==> src/rtl/vrail_pkg.sv <==
package vrail_pkg;
  localparam int NRAIL = 3;

  typedef enum logic [1:0] {
    RAIL_MEM  = 2'd0,
    RAIL_DIG  = 2'd1,
    RAIL_CORE = 2'd2
  } rail_e;

  localparam logic [1:0] WHY_HOTPLUG  = 2'd1;
  localparam logic [1:0] WHY_COLLAPSE = 2'd2;
  localparam logic [1:0] WHY_IDLEWAIT = 2'd3;

  typedef enum logic [1:0] {
    ST_IDLE = 2'd0,
    ST_CHK  = 2'd1,
    ST_REQ  = 2'd2,
    ST_FIN  = 2'd3
  } st_e;
endpackage

==> src/rtl/vrail_dig_target.sv <==
module vrail_dig_target #(
  parameter int VW = 8,
  parameter int MW = 8,
  parameter int LOW_MULT_MAX = 40,
  parameter int PLL_V_NONE = 10,
  parameter int PLL_V_LOW = 30,
  parameter int PLL_V_NOM = 60
) (
  input  logic [VW-1:0] cache_dig,
  input  logic          on_pll,
  input  logic [MW-1:0] mult,
  output logic [VW-1:0] dig_tgt
);
  localparam logic [VW-1:0] V_NONE = VW'(PLL_V_NONE);
  localparam logic [VW-1:0] V_LOW  = VW'(PLL_V_LOW);
  localparam logic [VW-1:0] V_NOM  = VW'(PLL_V_NOM);
  localparam logic [MW-1:0] M_LIM  = MW'(LOW_MULT_MAX);

  logic [VW-1:0] pll_v;

  always_comb begin
    if (!on_pll)          pll_v = V_NONE;
    else if (mult > M_LIM) pll_v = V_NOM;
    else                  pll_v = V_LOW;
    dig_tgt = (cache_dig > pll_v) ? cache_dig : pll_v;
  end
endmodule

==> src/rtl/vrail_order.sv <==
module vrail_order
  import vrail_pkg::*;
(
  input  logic       lower,
  input  logic [1:0] step,
  output rail_e      rail
);
  always_comb begin
    unique case (lower ? (2'd2 - step) : step)
      2'd0:    rail = RAIL_MEM;
      2'd1:    rail = RAIL_DIG;
      default: rail = RAIL_CORE;
    endcase
  end
endmodule

==> src/rtl/vrail_timer.sv <==
module vrail_timer #(
  parameter int TIMEOUT = 256
) (
  input  logic clk,
  input  logic rst_n,
  input  logic run,
  output logic expired
);
  localparam int CW = $clog2(TIMEOUT + 1);
  localparam logic [CW-1:0] LAST = CW'(TIMEOUT - 1);

  logic [CW-1:0] cnt_q, cnt_d;

  always_comb begin
    cnt_d = run ? cnt_q + 1'b1 : '0;
  end

  always_ff @(posedge clk or negedge rst_n) begin
    if (!rst_n) cnt_q <= '0;
    else        cnt_q <= cnt_d;
  end

  assign expired = run && (cnt_q == LAST);
endmodule

==> src/rtl/vrail_seq.sv <==
module vrail_seq
  import vrail_pkg::*;
#(
  parameter int VW = 8,
  parameter int MW = 8,
  parameter int LOW_MULT_MAX = 40,
  parameter int PLL_V_NONE = 10,
  parameter int PLL_V_LOW = 30,
  parameter int PLL_V_NOM = 60,
  parameter int MAX_MEM = 200,
  parameter int MAX_DIG = 180,
  parameter int MAX_CORE = 160,
  parameter int INIT_MEM = 100,
  parameter int INIT_DIG = 80,
  parameter int INIT_CORE = 90,
  parameter int TIMEOUT = 256
) (
  input  logic          clk,
  input  logic          rst_n,
  input  logic          start,
  input  logic          phase,
  input  logic [1:0]    reason,
  input  logic [VW-1:0] tgt_mem,
  input  logic [VW-1:0] tgt_core,
  input  logic [VW-1:0] cache_dig,
  input  logic          cache_on_pll,
  input  logic [MW-1:0] pll_mult,
  output logic          req_valid,
  output logic [1:0]    req_rail,
  output logic [VW-1:0] req_level,
  output logic [VW-1:0] req_max,
  input  logic          ack,
  input  logic          ack_err,
  output logic          busy,
  output logic          done,
  output logic          err,
  output logic [VW-1:0] cur_mem,
  output logic [VW-1:0] cur_dig,
  output logic [VW-1:0] cur_core
);
  localparam logic [1:0] LAST_STEP = 2'(NRAIL - 1);

  st_e           st_q, st_d;
  logic [1:0]    step_q, step_d;
  logic          phase_q;
  logic [1:0]    why_q;
  logic          err_q, err_d;
  logic [VW-1:0] tgt_q [NRAIL];
  logic [VW-1:0] cur_q [NRAIL];
  logic [VW-1:0] dig_tgt;
  logic          ld, upd, expired, need, skip_all, core_lock;
  rail_e         rail;
  logic [1:0]    ri;

  vrail_dig_target #(
    .VW(VW), .MW(MW), .LOW_MULT_MAX(LOW_MULT_MAX),
    .PLL_V_NONE(PLL_V_NONE), .PLL_V_LOW(PLL_V_LOW), .PLL_V_NOM(PLL_V_NOM)
  ) u_dig (
    .cache_dig(cache_dig), .on_pll(cache_on_pll), .mult(pll_mult), .dig_tgt(dig_tgt)
  );

  vrail_order u_order (.lower(phase_q), .step(step_q), .rail(rail));

  vrail_timer #(.TIMEOUT(TIMEOUT)) u_tmr (
    .clk(clk), .rst_n(rst_n), .run(st_q == ST_REQ), .expired(expired)
  );

  assign ri        = rail;
  assign ld        = start && (st_q == ST_IDLE);
  assign skip_all  = phase && ((reason == WHY_COLLAPSE) || (reason == WHY_IDLEWAIT));
  assign core_lock = (why_q == WHY_HOTPLUG) && (rail == RAIL_CORE);
  assign need      = !core_lock &&
                     (phase_q ? (tgt_q[ri] < cur_q[ri]) : (tgt_q[ri] > cur_q[ri]));
  assign upd       = (st_q == ST_REQ) && ack && !ack_err;

  always_comb begin
    st_d   = st_q;
    step_d = step_q;
    err_d  = err_q;
    unique case (st_q)
      ST_IDLE: if (ld) begin
        err_d  = 1'b0;
        step_d = '0;
        st_d   = skip_all ? ST_FIN : ST_CHK;
      end
      ST_CHK: begin
        if (need)                    st_d = ST_REQ;
        else if (step_q == LAST_STEP) st_d = ST_FIN;
        else                         step_d = step_q + 1'b1;
      end
      ST_REQ: begin
        if (ack && ack_err) begin
          err_d = 1'b1;
          st_d  = ST_FIN;
        end else if (ack) begin
          if (step_q == LAST_STEP) st_d = ST_FIN;
          else begin
            st_d   = ST_CHK;
            step_d = step_q + 1'b1;
          end
        end else if (expired) begin
          err_d = 1'b1;
          st_d  = ST_FIN;
        end
      end
      default: st_d = ST_IDLE;
    endcase
  end

  always_ff @(posedge clk or negedge rst_n) begin
    if (!rst_n) begin
      st_q   <= ST_IDLE;
      step_q <= '0;
      err_q  <= 1'b0;
    end else begin
      st_q   <= st_d;
      step_q <= step_d;
      err_q  <= err_d;
    end
  end

  always_ff @(posedge clk or negedge rst_n) begin
    if (!rst_n) begin
      phase_q <= 1'b0;
      why_q   <= '0;
      tgt_q   <= '{default: '0};
    end else if (ld) begin
      phase_q           <= phase;
      why_q             <= reason;
      tgt_q[RAIL_MEM]   <= tgt_mem;
      tgt_q[RAIL_DIG]   <= dig_tgt;
      tgt_q[RAIL_CORE]  <= tgt_core;
    end
  end

  for (genvar r = 0; r < NRAIL; r++) begin : g_rail
    localparam logic [VW-1:0] INITV = (r == 0) ? VW'(INIT_MEM) :
                                      (r == 1) ? VW'(INIT_DIG) : VW'(INIT_CORE);
    always_ff @(posedge clk or negedge rst_n) begin
      if (!rst_n)                          cur_q[r] <= INITV;
      else if (upd && (ri == 2'(r)))       cur_q[r] <= tgt_q[r];
    end
  end

  always_comb begin
    unique case (rail)
      RAIL_MEM: req_max = VW'(MAX_MEM);
      RAIL_DIG: req_max = VW'(MAX_DIG);
      default:  req_max = VW'(MAX_CORE);
    endcase
  end

  assign req_valid = (st_q == ST_REQ);
  assign req_rail  = ri;
  assign req_level = tgt_q[ri];
  assign busy      = (st_q != ST_IDLE);
  assign done      = (st_q == ST_FIN);
  assign err       = err_q;
  assign cur_mem   = cur_q[RAIL_MEM];
  assign cur_dig   = cur_q[RAIL_DIG];
  assign cur_core  = cur_q[RAIL_CORE];
endmodule

==> config.mk <==
export PLATFORM = sky130hd
export DESIGN_NAME = vrail_seq
export DESIGN_NICKNAME = d
export VERILOG_FILES = /design/src/rtl/vrail_pkg.sv /design/src/rtl/vrail_dig_target.sv /design/src/rtl/vrail_order.sv /design/src/rtl/vrail_timer.sv /design/src/rtl/vrail_seq.sv
export SDC_FILE = /design/constraint.sdc
export NUM_CORES = 1
export LEC_CHECK = 0
export ABC_AREA = 1
export BUFFER_PORTS_ARGS = -buffer_cell sky130_fd_sc_hd__buf_2
export CELL_PAD_IN_SITES_DETAIL_PLACEMENT = 1
export CELL_PAD_IN_SITES_GLOBAL_PLACEMENT = 1
export CORE_MARGIN = 1.5
export CORE_UTILIZATION = 42
export CTS_CLUSTER_SIZE = 20
export DETAILED_ROUTE_END_ITERATION = 7
export PLACE_DENSITY = 0.92
export SYNTH_ARGS = -nofsm -noshare
export SYNTH_HDL_FRONTEND = slang
export SYNTH_SLANG_ARGS = --single-unit
==> constraint.sdc <==
create_clock -name clk -period 5.73 [get_ports clk]
set_clock_uncertainty 0.05 [all_clocks]
set_input_delay 0 -clock clk [delete_from_list [all_inputs] [get_ports clk]]
set_output_delay 0 -clock clk [all_outputs]
set_load 0.05 [all_outputs]
After elaboration in Yosys (flattened, before gate mapping):

Cells that the tools add are included.

* bits in read-only memories: 0
* output and inout port bits: 46
* memory bits (writable): 0
* flip-flop bits (word level): 65
* input bits: 41
* logic and storage cells: 97
* latch bits: 0
* memories: 0

* reductions and logical operators: 23
* eq/ne operators: 19
* order comparisons: 5
* $add $sub $neg: 3
* divide/modulo/power cells: 0
* shifts and indexed selects: 0
* bitwise operators: 1
* muxes and demuxes: 34
* $mul: 0

Operator list (number)
* 8-bit 2-to-1 mux: 6
* 8-bit binary-select mux with 2-bit select: 2
* 2-bit 2-to-1 mux: 14
* 8-bit greater-than comparator: 2
* 7-bit one-hot mux with 2 select lines: 1
* 2-bit == test (second input constant): 6
* 2-bit one-hot mux with 3 select lines: 2
* 1-bit logical AND: 11
* 9-bit by 1-bit adder with 9-bit output (second input constant): 1
* 9-bit by 8-bit == test with 1-bit output (second input constant): 1
* 9-bit 2-to-1 mux: 1
* 3-bit != test (second input constant): 3
* 2-bit by 1-bit == test with 1-bit output (second input constant): 4
* 8-bit by 6-bit greater-than comparator with 1-bit output (second input constant): 1
* 8-bit < comparator: 1
* 2-bit != test (second input constant): 4
* 2-bit zero test: 3
* 6-bit 2-to-1 mux: 1
* 1-bit 2-to-1 mux: 5
* 5-bit AND reduction: 1
* 4-bit != test (second input constant): 1
* 2-bit one-hot mux with 2 select lines: 1
* 4-bit AND reduction: 1
* 2-bit nonzero test: 2
* 9 further kinds: 10

Longest topological paths before layout:

* word-level depth: 13
* depth in mapped cells: 24
* depth with buffers taken out: 24

Hierarchy:

Synthesis repeated with hierarchy kept, for this count alone.

* cells, all modules: 454
* area total of the unflattened synthesis: 3686.0 um2

By module, submodules not included
* vrail_seq: area each 2832.7 um2, seq. area each 1412.6 um2, cells each 324, times used 1
* vrail_timer: area each 437.9 um2, seq. area each 225.2 um2, cells each 56, times used 1
* vrail_dig_target: area each 355.3 um2, seq. area each 0.0 um2, cells each 63, times used 1
* vrail_order: area each 60.1 um2, seq. area each 0.0 um2, cells each 11, times used 1

Worst setup path after synthesis:

OpenSTA, ideal clock, no wires.

* path kind: register to register
* start: register step_q[1]
* end: register st_q[1]
* arrival time: 3.792 ns
* clock period less this slack: 3.966 ns
* data required time: 5.557 ns
* cell stages (with the launch flop): 19
* setup slack: 1.764 ns
* buffers on the path: 1
* path through: dfrtp_1 inv_1 ha_1 clkbuf_1 o21ai_0 o21ai_0 ha_1 nand2_1 inv_1 nand2_1 nand2_1 nand2_1 nand2_1 a21oi_1 nand2_1 nand3_1 nand2_1 nand2_1 o21ai_1

* cells in the longest elaborated chain, start to end: 13
* elaborated cells between the ends (all ways): 27

Ends and longest elaborated chain
* from (decl): RTL line vrail_seq.sv:44 `logic [1:0] step_q, step_d;`
* from (signal assigned): RTL line vrail_seq.sv:117 `step_q <= step_d;`
* 2-bit subtractor: RTL line vrail_order.sv:9 `unique case (lower ? (2'd2 - step) : step)`
* 2-bit 2-to-1 mux (*): RTL line vrail_order.sv:9
* 2-bit by 1-bit == test with 1-bit output or 2-bit zero test (tied branches): RTL line vrail_order.sv:9
* 2-bit one-hot mux with 2 select lines (*): RTL line vrail_order.sv:9
* 2-bit NOT with 3-bit output (*)
* 8-bit binary-select mux with 2-bit select (*)
* 8-bit 2-to-1 mux (*) (2 in series)
* net req_level[2]: RTL line vrail_seq.sv:30 `output logic [VW-1:0] req_level,`
* 8-bit greater-than comparator or 8-bit < comparator (tied branches): RTL line vrail_seq.sv:73 `(phase_q ? (tgt_q[ri] < cur_q[ri]) : (tgt_q[ri] > cur_q[ri]));`
* 1-bit 2-to-1 mux (*): RTL line vrail_seq.sv:73
* 1-bit logical AND (*): RTL line vrail_seq.sv:72 `assign need = !core_lock &&`
* 3-bit != test (no line) or 2-bit 2-to-1 mux (tied branches)
* 3-bit AND reduction (no line) or 2-bit one-hot mux with 3 select lines (tied branches)
* to (signal assigned): RTL line vrail_seq.sv:116 `st_q <= st_d;`
* to (decl): RTL line vrail_seq.sv:43 `st_e st_q, st_d;`

The timed path passes the listed nets; every way through them passes the cells marked *. The select of a mux whose other input is x is not followed.
A chain may end at the register's enable or synchronous reset.

Worst setup path in the final report:

* start: register step_q[1]
* end: register st_q[1]

* cells in the longest elaborated chain, start to end: 13
* elaborated cells between the ends (all ways): 27

Ends and longest elaborated chain (RTL line)
* 2-bit subtractor: vrail_order.sv:9
* 2-bit 2-to-1 mux: vrail_order.sv:9
* 2-bit by 1-bit == test with 1-bit output or 2-bit zero test (tied branches): vrail_order.sv:9
* 2-bit one-hot mux with 2 select lines: vrail_order.sv:9
* 2-bit NOT with 3-bit output (not written as such): vrail_seq.sv:73
* 8-bit binary-select mux with 2-bit select: vrail_seq.sv:73
* 8-bit 2-to-1 mux (not written as such) (2 in series): vrail_seq.sv:73
* 8-bit greater-than comparator or 8-bit < comparator (tied branches): vrail_seq.sv:73
* 1-bit 2-to-1 mux: vrail_seq.sv:73
* 1-bit logical AND: vrail_seq.sv:72
* 3-bit != test (no line) or 2-bit 2-to-1 mux (tied branches)
* 3-bit AND reduction (no line) or 2-bit one-hot mux with 3 select lines (tied branches)

Parallel ways exist; a longest one is shown, timed or not. The select of a mux whose other input is x is not followed.

==> impl_metrics.tcl <==
set metrics [dict create \
    status "finished, final reports clean" \
    cts_htree_levels 3 \
    ys_seq_elements 65 \
    vias 3555 \
    rsz0062_at_grt "no" \
    root_buffer "clkbuf_8" \
    final_layout_size_suffix_gt1_share_pct 22.8 \
    timing.final.crit_period_ps 4100 \
    grt_max_degree 66 \
    seq_area_um2 1640 \
    maxSlewViolCount 0 \
    wl_um 11700 \
    coreArea_um2 8260 \
    fmax_mhz 244 \
    antenna_cells 0 \
    dieArea_um2 9130 \
    cts_tree "yes" \
    hp-start "ack" \
    fin_crit_sh_pct 71.6 \
    clk_path_buf_depth 2 \
    crit_type "register to register" \
    setup_viol 0 \
    ys_types 37 \
    arrival_ps 4290 \
    die_w_um 95.6 \
    clock_sinks 65 \
    fin_setup_tns_ps 0 \
    grt_pass1_vias 3770 \
    avgSynthCellArea_um2 8.09 \
    r2r_start "step_q[1]" \
    cp-end-kind "register" \
    required_ps 5910 \
    drtAntennaViolNets 0 \
    drv_cap 0 \
    hold_violations 0 \
    postSynthCellCount 445 \
    cp_max_fo 35 \
    cts_made_buffers 9 \
    drc 0 \
    maxSlewHeadroom_pct 37.9 \
    multi_input_area_um2 1610 \
    hold_class "input port to register" \
    placed_area_um2 4040 \
    post-dp-hpwl_um 8080 \
    area_delta_synth_final_pct 25.7 \
    ios 87 \
    routed_via_density 5.40 \
    overflow 0 \
    synth_area_um2 3600 \
    crit_start "step_q[1]" \
    clkTransAtPathRegs_ps 80 \
    seq_area_frac_synth_pct 45.5 \
    tightest_slew_ps 930 \
    final_nets 610 \
    final_util_pct 54.8 \
    yosysWarnings 0 \
    grt.total_usage_pct 27.7 \
    firstDrtPassIters 4 \
    post-cts-setup-buffers 0 \
    grt_pass1_wl_um 19000 \
    finalInstanceArea_um2 4520 \
    nFillCells 1029 \
    die_y_um 95.6 \
    row_count 33 \
    place_congestion 0.893 \
    portBuffers 83 \
    clock_latency_ps 360 \
    start_util_pct 43.6 \
    wl_per_cell_um 17.8 \
    antenna_found_initial 0 \
    drt_iter0_drc 196 \
    startpoint_type "register" \
]
-- Yosys cell counts, drive strengths merged --
master  instances  area [um^2]
a211oi          8         60.1
a21boi          1         7.51
a21o            1         7.51
a21oi          12         60.1
a22oi           1         7.51
a311oi          1         8.76
a31oi          11         68.8
buf            14         91.3
clkbuf          8         30.0
clkinv          1         3.75
conb            2         7.51
dfrtp          56         1400
dfstp           9          236
ha             21          263
inv            60          225
mux2            4         52.6
nand2         125          482
nand3          10         62.6
nand4           3         18.8
nor2           26          105
nor3            4         36.3
o21ai          58          298
o31ai           5         37.5
or2             4         27.5
-- cell usage in the layout, fill, tap and decap left out, drive strengths merged, types with 2 or more instances in the layout --
cell / n
mux2: 4
a211oi: 8
nand4: 3
o31ai: 5
dfstp: 9
clkinvlp: 2
nor3: 4
clkinv: 3
ha: 21
buf: 84
conb: 3
nand2: 125
dlygate4sd3: 29
nor2: 26
dfrtp: 56
o21ai: 58
inv: 60
a31oi: 11
or2: 4
a21oi: 12
clkbuf: 11
nand3: 10
-- cell families (layout without fill, tap and decap cells) --
logic type | after synthesis | after routing | synth area share [%]
AO/OA/AOI/OAI | 98 | 98 | 15.4
adder cells (fa/ha/maj) | 21 | 21 | 7.30
buffers and inverters | 83 | 190 | 9.74
multiplexers | 4 | 4 | 1.46
AND/OR/NAND/NOR | 172 | 172 | 20.3
other | 2 | 3 | 0.209
flip-flops | 65 | 65 | 45.5
-- timing repair --
action,4_1_cts,5_1_grt
hold buffers,29,0
endpoints found under the hold margin,82,0
gates resized for setup,0,0
-- layer usage --
layer  vias to the layer above  GRT usage, %  share of wire, %
li1                       1638             -                 -
met1                      1761          33.2                42
met2                       121          47.7                50
met3                        35          4.70               4.8
met4                         0          13.4               3.3
met5                         -             0                 0
-- state kept, by name, summed over array words and instances, names as in the netlist --
signal       cells
why_q            2
st_q             2
err              1
cur_core         8
u_tmr.cnt_q      9
cur_mem          8
phase_q          1
tgt_q           24
cur_dig          8
step_q           2
-- worst max-delay path, stage by stage (launching register included) --
cell	delay [ps]
dfrtp_1	430
inv_1	110
ha_1	510
clkinv_1	860
o21ai_0	500
nand2_1	100
o31ai_1	110
ha_1	320
a21oi_1	140
nor2_1	70
nor2_1	110
nand2_1	80
a21oi_1	140
nand2_1	110
nand3_1	90
nand2_1	100
nand2_1	80
o21ai_1	60
-- stage by stage --
stage / worst slack (ps) / hold WS, ps / instances
after floorplan: 1760 / -346 / 446
after global placement: 2100 / 148 / 613
after detailed placement: 1720 / 152 / 613
after CTS: 1710 / 13.2 / 658
after global routing: 1300 / 16.6 / 658
final: 1630 / 6.71 / 658
-- final timing paths --
| kind | to | slack, ps | cells past startpoint |
|---|---|---|---|
| worst max-delay path | st_q[1] | 1630 | 17 |
| worst min-delay path | step_q[0] | 7 | 4 |
| worst max register to register | st_q[1] | 1630 | 17 |
| worst min register to register | tgt_q[15] | 470 | 2 |
| max in group asynchronous | tgt_q[6] | 4760 | 3 |
| min in group asynchronous | cur_mem[1] | 290 | 3 |
-- cell type report --
type | instances | area share [%]
clock inverters | 5 | 1.22
well taps | 105 | 2.91
multi-input cells | 298 | 35.7
clock buffers | 11 | 3.13
inverters | 61 | 5.06
flip-flops and latches | 65 | 36.2
repair buffers | 113 | 15.8
Power is not shown: default switching activity piles up to over one toggle a cycle in this logic, so the estimate is an artifact.
